`config.mk`:
```
export PLATFORM = sky130hd
export DESIGN_NAME = vseg_translator
export DESIGN_NICKNAME = d
export VERILOG_FILES = /design/src/rtl/vseg_pkg.sv /design/src/rtl/priv_level_decode.sv /design/src/rtl/seg_map_decode.sv /design/src/rtl/xlate_out_stage.sv /design/src/rtl/vseg_translator.sv
export SDC_FILE = /design/constraint.sdc
export NUM_CORES = 1
export LEC_CHECK = 0
export BUFFER_PORTS_ARGS = -buffer_cell sky130_fd_sc_hd__buf_2
export CAP_MARGIN = 20
export CORE_MARGIN = 5
export CORE_UTILIZATION = 36
export DETAILED_ROUTE_END_ITERATION = 16
export MAX_ROUTING_LAYER = met4
export PLACE_DENSITY_LB_ADDON = 0.1
export SETUP_SLACK_MARGIN = 0.15
export SYNTH_ARGS = -nofsm -noshare
export SYNTH_HDL_FRONTEND = slang
export SYNTH_SLANG_ARGS = --single-unit
```
`constraint.sdc`:
```
create_clock -name clk -period 3.3 [get_ports clk]
set_clock_uncertainty 0.1 [all_clocks]
set_input_delay 0.165 -clock clk [delete_from_list [all_inputs] [get_ports clk]]
set_output_delay 0.165 -clock clk [all_outputs]
set_load 0.05 [all_outputs]
```
`src/rtl/vseg_pkg.sv`:
```
package vseg_pkg;

  typedef enum logic [1:0] {
    LVL_USER   = 2'd0,
    LVL_SUPER  = 2'd1,
    LVL_KERNEL = 2'd2
  } priv_e;

  typedef enum logic [1:0] {
    ACC_FETCH = 2'b00,
    ACC_LOAD  = 2'b01,
    ACC_STORE = 2'b10,
    ACC_RSVD  = 2'b11
  } acc_e;

  // Status fields to privilege level; raised flags force Kernel.
  function automatic priv_e mode_to_priv(input logic exl, input logic erl,
                                         input logic [1:0] mode);
    priv_e lvl;
    if (exl || erl) begin
      lvl = LVL_KERNEL;
    end else begin
      unique case (mode)
        2'b00:   lvl = LVL_KERNEL;
        2'b01:   lvl = LVL_SUPER;
        default: lvl = LVL_USER;
      endcase
    end
    return lvl;
  endfunction

  // Numeric order comparison of two levels.
  function automatic logic lvl_below(input priv_e cur, input priv_e need);
    return (2'(cur) < 2'(need));
  endfunction

  // Store code selects the store address-error; all else is a load.
  function automatic logic is_store_code(input logic [1:0] acc);
    return (acc == 2'(ACC_STORE));
  endfunction

endpackage

```
`src/rtl/priv_level_decode.sv`:
```
module priv_level_decode
  import vseg_pkg::*;
(
  input  logic        exl,
  input  logic        erl,
  input  logic [1:0]  mode,
  output priv_e       cur_lvl
);

  always_comb begin
    cur_lvl = mode_to_priv(exl, erl, mode);
  end

endmodule

```
`src/rtl/seg_map_decode.sv`:
```
module seg_map_decode
  import vseg_pkg::*;
#(
  parameter int VA_W  = 64,
  parameter int WIN_W = 59,
  parameter int CPT_W = 29
) (
  input  logic [VA_W-1:0] vaddr,
  output logic            win_sel,
  output logic            cpt_sel,
  output logic            seg_hit,
  output priv_e           req_lvl,
  output logic [VA_W-1:0] seg_pa
);

  localparam int TOP_HI  = VA_W - 1;
  localparam int TOP_LO  = VA_W - 2;
  localparam int ONES_HI = VA_W - 3;
  localparam int ONES_LO = CPT_W + 2;
  localparam int SUB_HI  = CPT_W + 1;

  logic [1:0] top_bits;
  logic       ones_ok;

  always_comb begin
    top_bits = vaddr[TOP_HI:TOP_LO];
    ones_ok  = &vaddr[ONES_HI:ONES_LO];
    win_sel  = (top_bits == 2'b10);
    // sub-select 00 or 01: only the upper sub-bit needs to be clear
    cpt_sel  = (top_bits == 2'b11) && ones_ok && !vaddr[SUB_HI];
    seg_hit  = win_sel || cpt_sel;
    req_lvl  = LVL_KERNEL;
    seg_pa   = '0;
    if (win_sel) begin
      seg_pa[WIN_W-1:0] = vaddr[WIN_W-1:0];
    end else if (cpt_sel) begin
      seg_pa[CPT_W-1:0] = vaddr[CPT_W-1:0];
    end
  end

endmodule

```
`src/rtl/xlate_out_stage.sv`:
```
module xlate_out_stage #(
  parameter int VA_W       = 64,
  parameter bit REGISTERED = 1'b1
) (
  input  logic            clk,
  input  logic            rst_n,
  input  logic            in_valid,
  input  logic [VA_W-1:0] in_pa,
  input  logic            in_fault,
  input  logic            in_st,
  output logic            out_valid,
  output logic [VA_W-1:0] out_pa,
  output logic            out_fault,
  output logic            out_st
);

  generate
    if (REGISTERED) begin : g_reg
      always_ff @(posedge clk) begin
        if (!rst_n) begin
          out_valid <= 1'b0;
          out_pa    <= '0;
          out_fault <= 1'b0;
          out_st    <= 1'b0;
        end else begin
          out_valid <= in_valid;
          if (in_valid) begin
            out_pa    <= in_pa;
            out_fault <= in_fault;
            out_st    <= in_st;
          end
        end
      end
    end else begin : g_comb
      logic unused_clk;
      assign unused_clk = clk;
      assign out_valid  = in_valid && rst_n;
      assign out_pa     = rst_n ? in_pa : '0;
      assign out_fault  = in_fault && rst_n;
      assign out_st     = in_st && rst_n;
    end
  endgenerate

endmodule

```
`src/rtl/vseg_translator.sv`:
```
module vseg_translator
  import vseg_pkg::*;
#(
  parameter int VA_W       = 64,
  parameter int WIN_W      = 59,
  parameter int CPT_W      = 29,
  parameter bit REGISTERED = 1'b1
) (
  input  logic            clk,
  input  logic            rst_n,
  input  logic            req_valid,
  input  logic [VA_W-1:0] vaddr,
  input  logic [1:0]      acc_type,
  input  logic            st_exl,
  input  logic            st_erl,
  input  logic [1:0]      st_mode,
  output logic            rsp_valid,
  output logic [VA_W-1:0] paddr,
  output logic            fault,
  output logic            fault_is_store
);

  priv_e           cur_lvl;
  priv_e           req_lvl;
  logic            win_sel;
  logic            cpt_sel;
  logic            seg_hit;
  logic [VA_W-1:0] seg_pa;
  logic            priv_deny;
  logic            seg_miss;
  logic            comb_fault;
  logic            comb_st;
  logic [VA_W-1:0] comb_pa;

  priv_level_decode u_priv (
    .exl     (st_exl),
    .erl     (st_erl),
    .mode    (st_mode),
    .cur_lvl (cur_lvl)
  );

  seg_map_decode #(
    .VA_W  (VA_W),
    .WIN_W (WIN_W),
    .CPT_W (CPT_W)
  ) u_seg (
    .vaddr   (vaddr),
    .win_sel (win_sel),
    .cpt_sel (cpt_sel),
    .seg_hit (seg_hit),
    .req_lvl (req_lvl),
    .seg_pa  (seg_pa)
  );

  always_comb begin
    priv_deny  = seg_hit && lvl_below(cur_lvl, req_lvl);
    seg_miss   = !seg_hit;
    comb_fault = priv_deny || seg_miss;
    comb_st    = comb_fault && is_store_code(acc_type);
    comb_pa    = comb_fault ? '0 : seg_pa;
  end

  xlate_out_stage #(
    .VA_W       (VA_W),
    .REGISTERED (REGISTERED)
  ) u_out (
    .clk       (clk),
    .rst_n     (rst_n),
    .in_valid  (req_valid),
    .in_pa     (comb_pa),
    .in_fault  (comb_fault),
    .in_st     (comb_st),
    .out_valid (rsp_valid),
    .out_pa    (paddr),
    .out_fault (fault),
    .out_st    (fault_is_store)
  );


  flag_forces_kernel_chk: assert property (@(posedge clk) disable iff (!rst_n)
    (st_exl || st_erl) |-> (cur_lvl == LVL_KERNEL));


  one_segment_chk: assert property (@(posedge clk) disable iff (!rst_n)
    $onehot0({win_sel, cpt_sel}));


  low_level_denied_chk: assert property (@(posedge clk) disable iff (!rst_n)
    (seg_hit && (cur_lvl != LVL_KERNEL)) |-> comb_fault);


  fault_zero_pa_chk: assert property (@(posedge clk) disable iff (!rst_n)
    fault |-> (paddr == '0));


  store_code_needs_fault_chk: assert property (@(posedge clk) disable iff (!rst_n)
    fault_is_store |-> fault);

  generate
    if (REGISTERED) begin : g_reg_chk

      req_gives_rsp_chk: assert property (@(posedge clk) disable iff (!rst_n)
        req_valid |=> rsp_valid);


      idle_no_rsp_chk: assert property (@(posedge clk) disable iff (!rst_n)
        !req_valid |=> !rsp_valid);


      fault_follows_req_chk: assert property (@(posedge clk) disable iff (!rst_n)
        req_valid |=> (fault == $past(comb_fault)));
    end
  endgenerate

endmodule

```
* Yosys cells after proc, flatten, opt, wreduce, memory -nomap -nowiden
Index checks and enable logic that the tools add are counted.
** Storage, ports and cells
- Word-level logic and storage cells :: 26
- Bits of input ports :: 73
- Output and inout port bits :: 67
- Bits in registers :: 67
** Cells by class
- Muxes and demuxes :: 6
- Reductions and logical operators :: 11
- Equal/unequal tests :: 4
- Order comparisons :: 1
** Operators by type and width (count)
- 59-bit 2-to-1 mux :: 1
- 29-bit 2-to-1 mux :: 2
- 31-bit AND reduction :: 1
- 30-bit 2-to-1 mux :: 1
- 2-bit == test, second input constant :: 3
- 1-bit logical AND :: 4
- 2-bit one-hot mux with 2 select lines :: 1
- 1-bit logical OR :: 3
- 2-bit by 1-bit == test with 1-bit output, second input constant :: 1
- 1-bit logical NOT :: 2
- 2-bit logical NOT :: 1
- 2-bit less-than comparator, second input constant :: 1
- 2-bit 2-to-1 mux :: 1

* Logic depth before layout (Yosys ltp)
- Depth after elaboration :: 7
- Mapped depth :: 6
- Gate-level depth less buffers :: 4

* Modules after synthesis
Synthesis repeated with hierarchy kept, for this count alone.
** Unflattened totals
- Cells, all modules :: 406
- Area total of the unflattened synthesis :: 3928.8 um2
** By module, submodules not included
- xlate_out_stage :: instances 1, sequential area each 1341.3 um2, area each 2553.7 um2, cells an instance 215
- seg_map_decode :: instances 1, sequential area each 0.0 um2, area each 802.0 um2, cells an instance 103
- vseg_translator :: instances 1, sequential area each 0.0 um2, area each 549.3 um2, cells an instance 85
- priv_level_decode :: instances 1, sequential area each 0.0 um2, area each 23.8 um2, cells an instance 3

* Worst setup path before layout
OpenSTA, ideal clock, no wires.
- Path kind :: input -> register
- Start :: input st_mode[0]
- End :: register u_out.out_pa[19]
- Cell stages on the path :: 6
- Path buffers :: 2
- Data arrival time :: 1.153 ns
- Setup time :: 0.073 ns
- Required time :: 3.127 ns
- Setup slack :: 1.973 ns
- Cell sequence :: or2_1 a211oi_4 buf_6 buf_4 nand2_1 o211ai_2
** Between the ends
- Cells in the longest elaborated chain, start to end :: 7
- Elaborated cells between the ends (all ways) :: 8
- Those cells by class :: order compare (1); eq/ne (1); mux (3); reduce/logical (3)
** RTL lines
- from (decl) :: line vseg_translator.sv:16 : input logic [1:0] st_mode,
- 2-bit by 1-bit == test with 1-bit output or 2-bit logical NOT (tied branches) :: line vseg_pkg.sv:23 : unique case (mode)
- 2-bit one-hot mux with 2 select lines (*) :: line vseg_pkg.sv:23
- 2-bit 2-to-1 mux (*) :: line vseg_pkg.sv:20 : if (exl || erl) begin
- 2-bit less-than comparator (*) :: line vseg_pkg.sv:34 : return (2'(cur) < 2'(need));
- 1-bit logical AND (*) :: line vseg_translator.sv:56 : priv_deny = seg_hit && lvl_below(cur_lvl, req_lvl);
- 1-bit logical OR (*) :: line vseg_translator.sv:58 : comb_fault = priv_deny || seg_miss;
- 59-bit 2-to-1 mux (*) :: line vseg_translator.sv:60 : comb_pa = comb_fault ? '0 : seg_pa;
- to (signal assigned) :: line xlate_out_stage.sv:28 : out_pa <= in_pa;
- to (decl) :: line xlate_out_stage.sv:12 : output logic [VA_W-1:0] out_pa,
Every way passes the cells marked *; elsewhere a longest branch is shown, timed or not.
A chain may end at the register's enable or synchronous reset.

* Worst setup path in the final report
- Start :: input vaddr[30]
- End :: register u_out.out_pa[14]
** Between the ends
- Cells in the longest elaborated chain, start to end :: 6
- Elaborated cells between the ends (all ways) :: 9
- Those cells by class :: mux (3); reduce/logical (6)
** RTL lines
- from (decl) :: line vseg_translator.sv:12 : input logic [VA_W-1:0] vaddr,
- 1-bit logical NOT (*) :: line seg_map_decode.sv:30 : cpt_sel = (top_bits == 2'b11) && ones_ok && !vaddr[SUB_HI];
- 1-bit logical AND (*) :: line seg_map_decode.sv:30
- 1-bit logical OR :: line seg_map_decode.sv:31 : seg_hit = win_sel || cpt_sel;
- 1-bit logical AND or 1-bit logical NOT (tied branches) :: line vseg_translator.sv:56, vseg_translator.sv:57
- 1-bit logical OR :: line vseg_translator.sv:58
- 59-bit 2-to-1 mux (*) :: line vseg_translator.sv:60
Marked as above.

==> key figures <==
Layout
  – Filler cells: 604
  – Layout overhead on the synthesized area: 59.14%
  – Design Area, Final: 0.003899 mm²
  – Final nets: 526
  – Count of antenna diodes in the layout: 0
  – Fraction of final layout cells with drive strength greater than 1: 35.81%
  – Fraction of the core area covered by cells at the end of the flow: 58.03%

Routing
  – Avg Vias per Cell: 4.797
  – Post-detailed-route DRC marker count: 0
  – Vias: 2581
  – Violation count after the first detailed-routing iteration: 60
  – Overall routed net length: 7.724 mm
  – Per-cell routed wire length: 14.36 µm
  – DRT antenna net count: 0
  – Pre-antenna DRT Iters: 4

Pwr
  – Power per standard cell area: 407.9 mW/mm²
  – Leakage power of the design: 1.792 nW
  – Max VDD drop: 224.7 µV

Global route
  – Maximum number of pins on one net before global-route repair: 38
  – Number of global-route vias before repair: 2561
  – First-pass GRT wire length: 12.37 mm
  – GRT Resource Usage Total: 18.76%
  – Total gr overflow: 0
  – Antenna violations before repair: 0

STA
  – Period minus WS final: 2.414 ns
  – Least setup slack across all paths after layout: 0.8859 ns
  – Final hold violations: 0
  – Final Slew Violations: 0
  – Unrepaired setup endpoints after global routing: no
  – Headroom to the max-slew limit: 42.20%
  – Smallest hold slack: 0.1216 ns
  – Maximum achievable frequency: 414.2 MHz
  – Total negative slack: 0 ns
  – Worst Max-Slew Pin Slew: 0.8605 ns
  – Post-route fraction of the period consumed by the critical path: 73.16%
  – Finish-stage setup viols: 0

Worst setup path
  – Critical setup path kind: primary input to flop
  – Launch instance of the worst register-to-register path: u_out.out_st$_SDFFE_PN0P_
  – Worst setup SP type: primary input
  – Maximum fanout along the worst path: 16
  – Worst path required time: 3.45 ns
  – Worst setup path startpoint: vaddr[30]
  – Setup slack of the most critical reg-to-reg path: 2.47 ns
  – Critical register-to-register path endpoint: u_out.out_st$_SDFFE_PN0P_
  – CP arrival: 2.56 ns
  – Register-to-Register Path Depth: 3
  – Worst setup EP type: flop

Synth
  – Top cells by count, synth: nand2_1, dfxtp_1, a22o_1, o211ai_1, o211ai_2
  – Mapped cell area: 0.002450 mm²
  – Most used standard cell by instance count after synthesis: nand2_1
  – Largest cells by area after synthesis: dfxtp_1, nand2_1, a22o_1, o211ai_1, o211ai_2
  – Proportion of synthesized chip area in sequential cells: 50.66%
  – Yosys top cell area share: 50.66%
  – Number of distinct library cells after synthesis: 24
  – Synth async-reset ratio: 0%
  – Yosys warnings: 0
  – Number of synthesized register bits: 62
  – Cells after synthesis: 264
  – Post-synth EDFFs: 0
  – Cell type contributing the most total cell area after synthesis: dfxtp_1
  – Prevailing post-synth register cell: dfxtp_1
  – Avg Cell Area, Syn: 9.280 µm²

Floorplanning
  – Standard-cell rows: 30
  – Total I/O pin count: 140
  – Core area: 0.006719 mm²
  – Initial standard-cell utilization of the core: 36.46%
  – Die Area: 0.008555 mm²
  – Die Y: 92.50 µm
  – Die Wd: 92.50 µm

Worst hold path
  – Hold crit path type: primary input to flop
  – Endpoint of the worst hold path: u_out.out_valid$_SDFF_PN0_
  – Start point of the worst min-delay path: rst_n
  – Cells on Worst Hold Path: 3

Placement
  – Placer's final routability congestion estimate: 0.7164
  – Worst setup timing slack at the placement stage: 1.066 ns
  – Placement-stage cell area: 0.003147 mm²
  – Placed wire-length estimate: 5.071 mm
  – Number of buffers added on ports: 134

Clock network
  – H-tree levels: 3
  – Clock input transition at the sequential cells of the worst setup and hold paths: 0.06 ns
  – CTS root buf: clkbuf_8
  – CTS tree: done
  – Largest buffer count on any clock path: 2
  – Inserted Clock Buffers: 9
  – Total clock sinks: 62
  – Source-to-sink clock delay at the later pin of the worst-skew pair: 0.32 ns
  – Number of gates given a new drive strength after cts: 0

Outcome
  – Status: completed

Run
  – Count of max-cap constraint violations: 0
critical path, stage by stage:
cell and delay [ns]:
dlygate4sd3_1 0.53, buf_2 0.12, nand4b_1 0.18, nor3_2 0.28, nand4_1 0.62, buf_4 0.47
o211ai_1 0.19
worst max path at each step:
stage | end
floorplan | u_out.out_pa[19]$_SDFFE_PN0P_
global placement | u_out.out_pa[18]$_SDFFE_PN0P_
detailed placement | u_out.out_pa[14]$_SDFFE_PN0P_
CTS | u_out.out_pa[9]$_SDFFE_PN0P_
global route | u_out.out_pa[14]$_SDFFE_PN0P_
finish | u_out.out_pa[14]$_SDFFE_PN0P_
final cells by class:
cell class              count  area [µm²]  share of cell area [%]
flip-flops and latches     62        1241                   31.84
clock inverters             1       5.005                  0.1284
well taps                  80       100.1                   2.567
multi-input cells         180        1090                   27.95
clock buffers              15       156.4                   4.012
repair buffers            198        1299                   33.31
inverters                   2       7.507                  0.1926
report_power, final:
group / leakage, nW / total [mW] / internal (mW) / switching (mW)
logic: 1.21 / 0.253 / 0.106 / 0.147
registers: 0.503 / 0.775 / 0.767 / 0.00875
clock network: 0.0817 / 0.562 / 0.294 / 0.268
total: 1.79 / 1.59 / 1.17 / 0.424
what timing repair did:
action	in CTS	in global routing
endpoints found under the hold margin	59	0
buffers inserted	0	0
endpoints found under the setup margin	0	0
hold buffers	59	0
routing by layer:
| metal | track usage, % | wire (µm) | vias to the layer above |
|---|---|---|---|
| met1 | 22.51 | 3450 | 1178 |
| met3 | 5.930 | 512 | 15 |
| met5 | - | 0 | - |
| met2 | 29.06 | 3591 | 90 |
| li1 | - | - | 1298 |
| met4 | 7.921 | 170 | 0 |
cell families (layout without fill, tap and decap cells):
| logic type | Yosys count | count (layout) | synth area share, % |
|---|---|---|---|
| AND/OR/NAND/NOR | 111 | 111 | 19.41 |
| AO/OA/AOI/OAI | 64 | 64 | 23.65 |
| other | 1 | 5 | 0.1531 |
| buffers and inverters | 26 | 216 | 6.129 |
| flip-flops | 62 | 62 | 50.66 |
sequential cells by signal, indices dropped and copies added (netlist names):
register / count
u_out.out_st: 1
u_out.out_valid: 1
u_out.out_fault: 1
u_out.out_pa: 59
through the flow:
stage | cells | total power [mW]
global route | 538 | 1.662
CTS | 538 | 1.607
finish | 538 | 1.590
floorplan | 268 | 0.9130
detailed placement | 463 | 0.9904
global placement | 463 | 0.9891
layout by cell type, fill, tap and decap left out:
| master | count |
|---|---|
| o211ai_2 | 10 |
| a21oi_1 | 1 |
| clkinv_2 | 1 |
| nor2b_4 | 1 |
| nor2_1 | 3 |
| nor4_4 | 1 |
| clkbuf_8 | 10 |
| buf_4 | 5 |
| a31oi_1 | 1 |
| nand2b_1 | 1 |
| nand4_1 | 9 |
| o41ai_1 | 1 |
| dlygate4sd3_1 | 59 |
| or4b_1 | 1 |
| a22o_1 | 31 |
| dfxtp_1 | 62 |
| or2_1 | 2 |
| o211ai_1 | 19 |
| nand4b_1 | 1 |
| a211oi_4 | 1 |
| nand2_1 | 91 |
| conb_1 | 5 |
| buf_2 | 134 |
| clkbuf_1 | 5 |
| nor3_2 | 1 |
| inv_1 | 2 |
Power figures use the tool's default switching activity.
